--- config.mk ---
export PLATFORM = sky130hd
export DESIGN_NAME = dac_pulse_streamer
export DESIGN_NICKNAME = d
export VERILOG_FILES = /design/src/rtl/dstream_pkg.sv /design/src/rtl/stream_step_div.sv /design/src/rtl/stream_unpack.sv /design/src/rtl/stream_seq.sv /design/src/rtl/dac_pulse_streamer.sv
export SDC_FILE = /design/constraint.sdc
export NUM_CORES = 1
export LEC_CHECK = 0
export ABC_AREA = 1
export BUFFER_PORTS_ARGS = -buffer_cell sky130_fd_sc_hd__buf_2
export CELL_PAD_IN_SITES_DETAIL_PLACEMENT = 1
export CELL_PAD_IN_SITES_GLOBAL_PLACEMENT = 2
export CORE_UTILIZATION = 34
export CTS_CLUSTER_SIZE = 14
export DETAILED_ROUTE_END_ITERATION = 8
export HOLD_SLACK_MARGIN = 0.1
export PLACE_DENSITY_LB_ADDON = 0.1
export SYNTH_ARGS = -nofsm -noshare
export SYNTH_HDL_FRONTEND = slang
export SYNTH_SLANG_ARGS = --single-unit
--- constraint.sdc ---
create_clock -name clk -period 6 [get_ports clk]
set_input_delay 0.3 -clock clk [delete_from_list [all_inputs] [get_ports clk]]
set_output_delay 0.3 -clock clk [all_outputs]
set_load 0.02 [all_outputs]
--- src/rtl/dstream_pkg.sv ---
package dstream_pkg;

    localparam int DS_BYTE_W = 8;

    typedef enum logic [1:0] {
        ST_ZERO_LO,
        ST_ZERO_HI,
        ST_WAIT,
        ST_PLAY
    } seq_state_t;

    typedef struct packed {
        logic [DS_BYTE_W-1:0] dac;
        logic [DS_BYTE_W-1:0] ctl;
        logic                 wclk;
    } pin_bundle_t;

    function automatic logic [1:0] next_phase(input logic [1:0] ph);
        return ph + 2'd1;
    endfunction

endpackage

--- src/rtl/stream_step_div.sv ---
module stream_step_div #(
    parameter int DIV_W = 16
) (
    input  logic             clk,
    input  logic             rst,
    input  logic [DIV_W-1:0] div_val,
    output logic             tick
);
    logic [DIV_W-1:0] cnt_q;
    logic [DIV_W-1:0] limit;

    always_comb begin
        limit = (div_val <= DIV_W'(1)) ? '0 : div_val - DIV_W'(1);
    end

    assign tick = (cnt_q >= limit);

    always_ff @(posedge clk) begin
        if (rst) begin
            cnt_q <= '0;
        end else if (cnt_q >= limit) begin
            cnt_q <= '0;
        end else begin
            cnt_q <= cnt_q + DIV_W'(1);
        end
    end

    assert_cnt_bounded_R2: assert property (@(posedge clk) disable iff (rst)
        (div_val == $past(div_val)) |-> (cnt_q <= limit));

endmodule

--- src/rtl/stream_unpack.sv ---
module stream_unpack #(
    parameter int WORD_W = 32,
    parameter int BYTE_W = 8
) (
    input  logic              clk,
    input  logic              rst,
    input  logic [WORD_W-1:0] s_data,
    input  logic              s_valid,
    output logic              s_ready,
    input  logic              consume,
    output logic              avail,
    output logic [BYTE_W-1:0] byte_out
);
    localparam int LANES = WORD_W / BYTE_W;
    localparam int IDX_W = (LANES > 1) ? $clog2(LANES) : 1;

    logic [WORD_W-1:0] word_q;
    logic [IDX_W-1:0]  idx_q;
    logic              have_q;

    assign s_ready  = !have_q;
    assign avail    = have_q;
    assign byte_out = word_q[idx_q*BYTE_W +: BYTE_W];

    always_ff @(posedge clk) begin
        if (rst) begin
            word_q <= '0;
            idx_q  <= '0;
            have_q <= 1'b0;
        end else if (s_valid && !have_q) begin
            word_q <= s_data;
            idx_q  <= '0;
            have_q <= 1'b1;
        end else if (consume && have_q) begin
            if (idx_q == IDX_W'(LANES - 1)) begin
                have_q <= 1'b0;
                idx_q  <= '0;
            end else begin
                idx_q <= idx_q + IDX_W'(1);
            end
        end
    end

    assert_take_needs_byte_R6: assert property (@(posedge clk) disable iff (rst)
        consume |-> have_q);

    assert_word_held_R3: assert property (@(posedge clk) disable iff (rst)
        (have_q && !consume) |=> ($stable(word_q) && $stable(idx_q) && have_q));

    assert_accept_loads_R10: assert property (@(posedge clk) disable iff (rst)
        (s_valid && s_ready) |=> (have_q && idx_q == '0 && word_q == $past(s_data)));

endmodule

--- src/rtl/stream_seq.sv ---
module stream_seq
    import dstream_pkg::*;
#(
    parameter int CNT_W = 16,
    parameter int LANES = 4
) (
    input  logic                 clk,
    input  logic                 rst,
    input  logic                 tick,
    input  logic                 trig,
    input  logic [CNT_W-1:0]     word_count,
    input  logic                 dac_avail,
    input  logic [DS_BYTE_W-1:0] dac_byte,
    input  logic                 ctl_avail,
    input  logic [DS_BYTE_W-1:0] ctl_byte,
    output logic                 take,
    output pin_bundle_t          pins,
    output logic                 done
);
    localparam int LANE_W = (LANES > 1) ? $clog2(LANES) : 1;
    localparam int SAMP_W = CNT_W + LANE_W;

    seq_state_t        state_q;
    logic [1:0]        phase_q;
    logic [SAMP_W-1:0] samp_q;
    logic [SAMP_W-1:0] last_idx_q;
    logic              pend_q;
    pin_bundle_t       pins_q;
    logic              done_q;

    logic              both_avail;
    logic              at_last;
    logic              start_ok;
    logic              next_ok;
    logic [CNT_W-1:0]  eff_count;

    assign both_avail = dac_avail && ctl_avail;
    assign at_last    = (samp_q == last_idx_q);
    assign eff_count  = (word_count == '0) ? CNT_W'(1) : word_count;
    assign start_ok   = (state_q == ST_WAIT) && (pend_q || trig);
    assign next_ok    = (state_q == ST_PLAY) && (phase_q == 2'd3) && !at_last;
    assign take       = tick && both_avail && (start_ok || next_ok);
    assign pins       = pins_q;
    assign done       = done_q;

    always_ff @(posedge clk) begin
        if (rst) begin
            state_q    <= ST_ZERO_LO;
            phase_q    <= '0;
            samp_q     <= '0;
            last_idx_q <= '0;
            pend_q     <= 1'b0;
            pins_q     <= '0;
            done_q     <= 1'b0;
        end else begin
            done_q <= 1'b0;

            if (state_q != ST_WAIT) begin
                pend_q <= 1'b0;
            end else if (take) begin
                pend_q <= 1'b0;
            end else if (trig) begin
                pend_q <= 1'b1;
            end

            if (tick) begin
                unique case (state_q)
                    ST_ZERO_LO: begin
                        pins_q.wclk <= 1'b1;
                        state_q     <= ST_ZERO_HI;
                    end
                    ST_ZERO_HI: begin
                        state_q <= ST_WAIT;
                    end
                    ST_WAIT: begin
                        if (take) begin
                            pins_q     <= '{dac: dac_byte, ctl: ctl_byte, wclk: 1'b0};
                            state_q    <= ST_PLAY;
                            phase_q    <= '0;
                            samp_q     <= '0;
                            last_idx_q <= SAMP_W'(eff_count) * SAMP_W'(LANES) - SAMP_W'(1);
                        end
                    end
                    ST_PLAY: begin
                        if (phase_q != 2'd3) begin
                            phase_q <= next_phase(phase_q);
                            if (phase_q == 2'd1) begin
                                pins_q.wclk <= 1'b1;
                            end
                        end else if (at_last) begin
                            pins_q  <= '0;
                            state_q <= ST_ZERO_LO;
                            done_q  <= 1'b1;
                        end else if (take) begin
                            pins_q  <= '{dac: dac_byte, ctl: ctl_byte, wclk: 1'b0};
                            phase_q <= '0;
                            samp_q  <= samp_q + SAMP_W'(1);
                        end
                    end
                    default: state_q <= ST_ZERO_LO;
                endcase
            end
        end
    end

    assert_wclk_on_step_R2: assert property (@(posedge clk) disable iff (rst)
        !tick |=> $stable(pins_q.wclk));

    assert_data_still_high_R6: assert property (@(posedge clk) disable iff (rst)
        !$stable(pins_q.dac) |-> !pins_q.wclk);

    assert_ctl_on_fall_R4: assert property (@(posedge clk) disable iff (rst)
        !$stable(pins_q.ctl) |-> $fell(pins_q.wclk));

    assert_done_zero_pins_R7: assert property (@(posedge clk) disable iff (rst)
        done_q |-> (pins_q == '0));

    assert_done_single_R7: assert property (@(posedge clk) disable iff (rst)
        done_q |=> !done_q);

    assert_no_pend_in_play_R8: assert property (@(posedge clk) disable iff (rst)
        (state_q == ST_PLAY) |-> !pend_q);

endmodule

--- src/rtl/dac_pulse_streamer.sv ---
module dac_pulse_streamer
    import dstream_pkg::*;
#(
    parameter int WORD_W = 32,
    parameter int DIV_W  = 16,
    parameter int CNT_W  = 16
) (
    input  logic                 clk,
    input  logic                 rst,
    input  logic [DIV_W-1:0]     step_div,
    input  logic [CNT_W-1:0]     word_count,
    input  logic                 trig,
    input  logic [WORD_W-1:0]    dac_word,
    input  logic                 dac_valid,
    output logic                 dac_ready,
    input  logic [WORD_W-1:0]    ctl_word,
    input  logic                 ctl_valid,
    output logic                 ctl_ready,
    output logic [DS_BYTE_W-1:0] dac_data,
    output logic                 dac_wclk,
    output logic [DS_BYTE_W-1:0] ctl_pins,
    output logic                 pulse_done
);
    localparam int LANES   = WORD_W / DS_BYTE_W;
    localparam int STREAMS = 2;

    logic                               tick;
    logic                               take;
    pin_bundle_t                        pins;
    logic [STREAMS-1:0][WORD_W-1:0]     s_data;
    logic [STREAMS-1:0]                 s_valid;
    logic [STREAMS-1:0]                 s_ready;
    logic [STREAMS-1:0]                 s_avail;
    logic [STREAMS-1:0][DS_BYTE_W-1:0]  s_byte;

    assign s_data  = {ctl_word, dac_word};
    assign s_valid = {ctl_valid, dac_valid};
    assign dac_ready = s_ready[0];
    assign ctl_ready = s_ready[1];

    stream_step_div #(.DIV_W(DIV_W)) u_div (
        .clk     (clk),
        .rst     (rst),
        .div_val (step_div),
        .tick    (tick)
    );

    for (genvar g = 0; g < STREAMS; g++) begin : g_lane
        stream_unpack #(.WORD_W(WORD_W), .BYTE_W(DS_BYTE_W)) u_unpack (
            .clk      (clk),
            .rst      (rst),
            .s_data   (s_data[g]),
            .s_valid  (s_valid[g]),
            .s_ready  (s_ready[g]),
            .consume  (take),
            .avail    (s_avail[g]),
            .byte_out (s_byte[g])
        );
    end

    stream_seq #(.CNT_W(CNT_W), .LANES(LANES)) u_seq (
        .clk        (clk),
        .rst        (rst),
        .tick       (tick),
        .trig       (trig),
        .word_count (word_count),
        .dac_avail  (s_avail[0]),
        .dac_byte   (s_byte[0]),
        .ctl_avail  (s_avail[1]),
        .ctl_byte   (s_byte[1]),
        .take       (take),
        .pins       (pins),
        .done       (pulse_done)
    );

    assign dac_data = pins.dac;
    assign ctl_pins = pins.ctl;
    assign dac_wclk = pins.wclk;

endmodule

==> summary.md <==
| Metric | Value |
|---|---|
| Die ar. | 24100 µm² |
| #FFs+latches synth | 144 |
| Wire per inst | 13.9 µm |
| Synthesized area | around 8000 µm² |
| Reg clk slew, reported paths | 70 ps |
| Vias | about 7.5k |
| Die Ht | between 150 and 200 µm |
| Crit path cell chain | buf_2 -> inv_1 -> ha_1 -> nand2_1 -> nor2_1 -> inv_1 -> nor2_1 -> o21ai_1 -> nand2_1 -> ha_1 -> a21oi_1 -> o21ai_0 -> a21oi_2 -> nand2_2 -> a31oi_2 -> o21ai_0 -> nor2_1 |
| Seq/Total Area, Yosys | 36.1% |
| Crit path DAT | 3890 ps |
| Cell at the slowest stage of the critical path | o21ai_1 |
| Relative slew margins | 29.8% |
| Critical Path RT | 6360 ps |
| Final setup violation count | 0 |
| CP max FO | 16 |
| EDFF count, synth | 0 |
| Mean Syn Cell Area | around 7 µm² |
| Die Wd | ~160 µm |
| Final TNS setup | 0 ps |
| Ports | roughly 120 |
| Total Wirelength | 22.0 mm |
| Critical setup path kind | input pin to register |
| CTS sink cnt | about 140 |
| R2R cell count | 11 |
| Filler cells | roughly 3.0k |
| RSZ-0062 raised after global routing | no |
| Hold Startpoint | dac_word[12] |
| Post-synth cell types | 45 |
| Clk_lat worst skew | 430 ps |
| Syn Inst Count | ~1.2k |
| Critical path's top delay family | compound AO/OA/AOI/OAI gates |
| Vias in the first global route | about 7.5k |
| Placer congestion estimate | ~0.76 |
| Area of the multi-input gates | ~4400 µm² |
| Worst hold stages | 3 |
| Outcome | complete, no violations |
| Fraction of registers with async set or reset after synthesis | 0% |
| CTS buffer count | 17 |
| GRT Util Overall | between 10% and 20% |
| # hold bufs at CTS | 0 |
| WHS Endpoint | g_lane[0].u_unpack.word_q[12] |
| Most common flop cell mapped by yosys | dfxtp_1 |
| CP Capture Type | register |
| HP Class | input pin to register |
| Period utilization | between 50% and 60% |
| Warnings from Yosys | 0 |
| R2R setup slack | roughly 3600 ps |
| Crit path buf inv count | 3 |
| Vias/cell | between 4 and 5 |
| FF/Latch Area | approximately 2900 µm² |
| Syn nets | roughly 1.3k |
| Worst VDD drop | between 0.00015 and 0.0002 V |
| Post-layout net count | 1380 |
| Fin. Hold Viols | 0 |
| CP peak stage delay | ~750 ps |
| Worst Tran Pin Value | around 1100 ps |
| Setup Buffers After CTS | 0 |
| Layout cells sized above 1 | between 10% and 20% |
| Core area | between 20000 and 25000 µm² |
| Row Count | 55 |
| H-tree depth | 4 |
| Initial DRC Count | between 200 and 300 |
| Port Buffers | 120 |
| Largest net degree at the start of global routing | between 80 and 90 |
| Cell mode on critical path | nor2_1 |
| PD cells | around 240 nW/µm² |
| Total power | about 2.3 mW |
| Initial antenna violation count | 1 |
| CTS tree | yes |
| Crit path launch type | input pin |
| RR Endpoint | u_seq.pins[6] |
| Post-route core utilization | 40.7% |
| P_leak | roughly 4.0 nW |
| CTS Buffer Depth | 2 |
| R2r startpoint | u_div.cnt_q[3] |
| Max Cap Viol | 0 |
| Fin crit period | 3530 ps |
| Overflow after GRT | 0 |
| DR pass1 iterations | 4 |
| Placed insts | ~1.5k |
| Root Buffer | clkbuf_16 |
| Final Slew Violations | 0 |
| DRT antenna net count | 0 |
| HPWL Detailed | ~16 mm |
| First-pass GRT wire length | 36.7 mm |
| Finished Layout Cells | approximately 1.6k |
| Drc violations | 0 |
| Post-CTS sizing | 0 |
| Clk_skew | between 10 and 15 ps |
| Initial Utilization | between 30% and 40% |
| Max Fclk | around 280 MHz |
| Layout area overhead | 16.7% |
-- per-layer routing --
layer	vias up	track usage, %	wire length, µm
met1	3525	24.9	11000
met3	16	2.67	469
li1	3894	-	-
met5	-	0	0
met4	0	5.00	235
met2	78	32.1	10300
-- cell usage after synthesis, types with 2 or more instances --
cell | instances | area, µm²
nor3b_1 | 4 | 30.0
nand2_2 | 5 | 31.3
inv_6 | 3 | 26.3
ha_1 | 29 | 363
buf_2 | 4 | 20.0
a21oi_2 | 25 | 219
dfxtp_1 | 144 | 2880
nand2_4 | 3 | 33.8
nand2_1 | 177 | 664
nor2_8 | 3 | 60.1
nor4_1 | 3 | 18.8
xor2_1 | 26 | 228
nand2_8 | 2 | 40.0
nor3_1 | 19 | 95.1
a21oi_1 | 36 | 180
inv_2 | 4 | 15.0
inv_1 | 105 | 394
o22ai_1 | 15 | 93.8
or2_2 | 6 | 37.5
o21a_1 | 2 | 15.0
buf_8 | 2 | 30.0
o21ai_0 | 116 | 581
buf_1 | 3 | 11.3
nand3b_1 | 5 | 37.5
xnor2_1 | 15 | 131
nand3_1 | 45 | 225
buf_6 | 7 | 78.8
clkbuf_1 | 30 | 113
o21ai_1 | 13 | 65.1
a31oi_1 | 2 | 12.5
nand4_1 | 7 | 43.8
nor2_1 | 281 | 1050
nor2_4 | 2 | 22.5
-- logic make-up after synthesis --
kind of cell             share of synthesized area (%)
XOR/XNOR                                          4.50
flip-flops                                        36.1
AO/OA/AOI/OAI                                     15.3
buffers and inverters                             8.72
AND/OR/NAND/NOR                                   30.8
adder cells (fa/ha/maj)                           4.55
-- tightest hold or removal path, stage by stage --
cell and delay, ps:
buf_2 70, o21ai_0 70, nor2_1 70
-- where the power goes --
part | internal [mW] | leakage (nW) | switching [mW]
clock network | 0.587 | 0.268 | 0.475
registers | 0.995 | 1.18 | 0.0215
logic | 0.0777 | 2.58 | 0.120
total | 1.66 | 4.03 | 0.616
-- final cells by class --
type	count	area share [%]
Tap cell	313	4.21
Timing Repair Buffer	123	6.69
Clock inverter	14	1.59
Clock buffer	18	4.61
Inverter	112	4.68
Sequential cell	144	31.0
Multi-Input combinational cell	852	47.2
Antenna cell	1	0.0269
-- cells in the final DEF, fill, tap and decap left out, types with 15 or more instances in the layout --
| master | n |
|---|---|
| inv_1 | 104 |
| clkbuf_16 | 17 |
| nand3_1 | 45 |
| buf_2 | 120 |
| a21oi_2 | 25 |
| nor2_1 | 281 |
| xnor2_1 | 15 |
| o22ai_1 | 15 |
| xor2_1 | 26 |
| dfxtp_1 | 144 |
| ha_1 | 29 |
| o21ai_0 | 116 |
| nand2_1 | 177 |
| nor3_1 | 19 |
| a21oi_1 | 36 |
-- through the flow --
stage	cell area, µm²	setup WS, ps	hold WS [ps]
after global placement	8730	2040	441
after global routing	9310	1930	123
final	9310	2470	113
after CTS	9310	2420	104
after detailed placement	8730	2010	443
after floorplan	7980	2830	430
-- flip-flops by register name (all words and copies together) (netlist names) --
name and cells:
g_lane.u_unpack.idx_q 4, u_seq.state_q 2, u_seq.pend_q 1, u_seq.pins 17, u_seq.last_idx_q 17, u_seq.done 1
u_seq.samp_q 18, u_seq.phase_q 2, g_lane.u_unpack.avail 2, g_lane.u_unpack.word_q 64, u_div.cnt_q 16
-- how the worst max path moves through the flow --
stage / startpoint / end / slack, ps / cells past startpoint
global placement: step_div[0] / u_seq.last_idx_q[17] / 2040 / 19
global route: step_div[0] / u_seq.pins[9] / 1930 / 17
CTS: step_div[0] / u_seq.pins[6] / 2420 / 20
finish: step_div[0] / u_seq.pins[6] / 2470 / 17
detailed placement: step_div[0] / u_seq.pins[14] / 2010 / 20
floorplan: step_div[0] / u_seq.pins[5] / 2830 / 22
(Power assumes the default switching activity.)
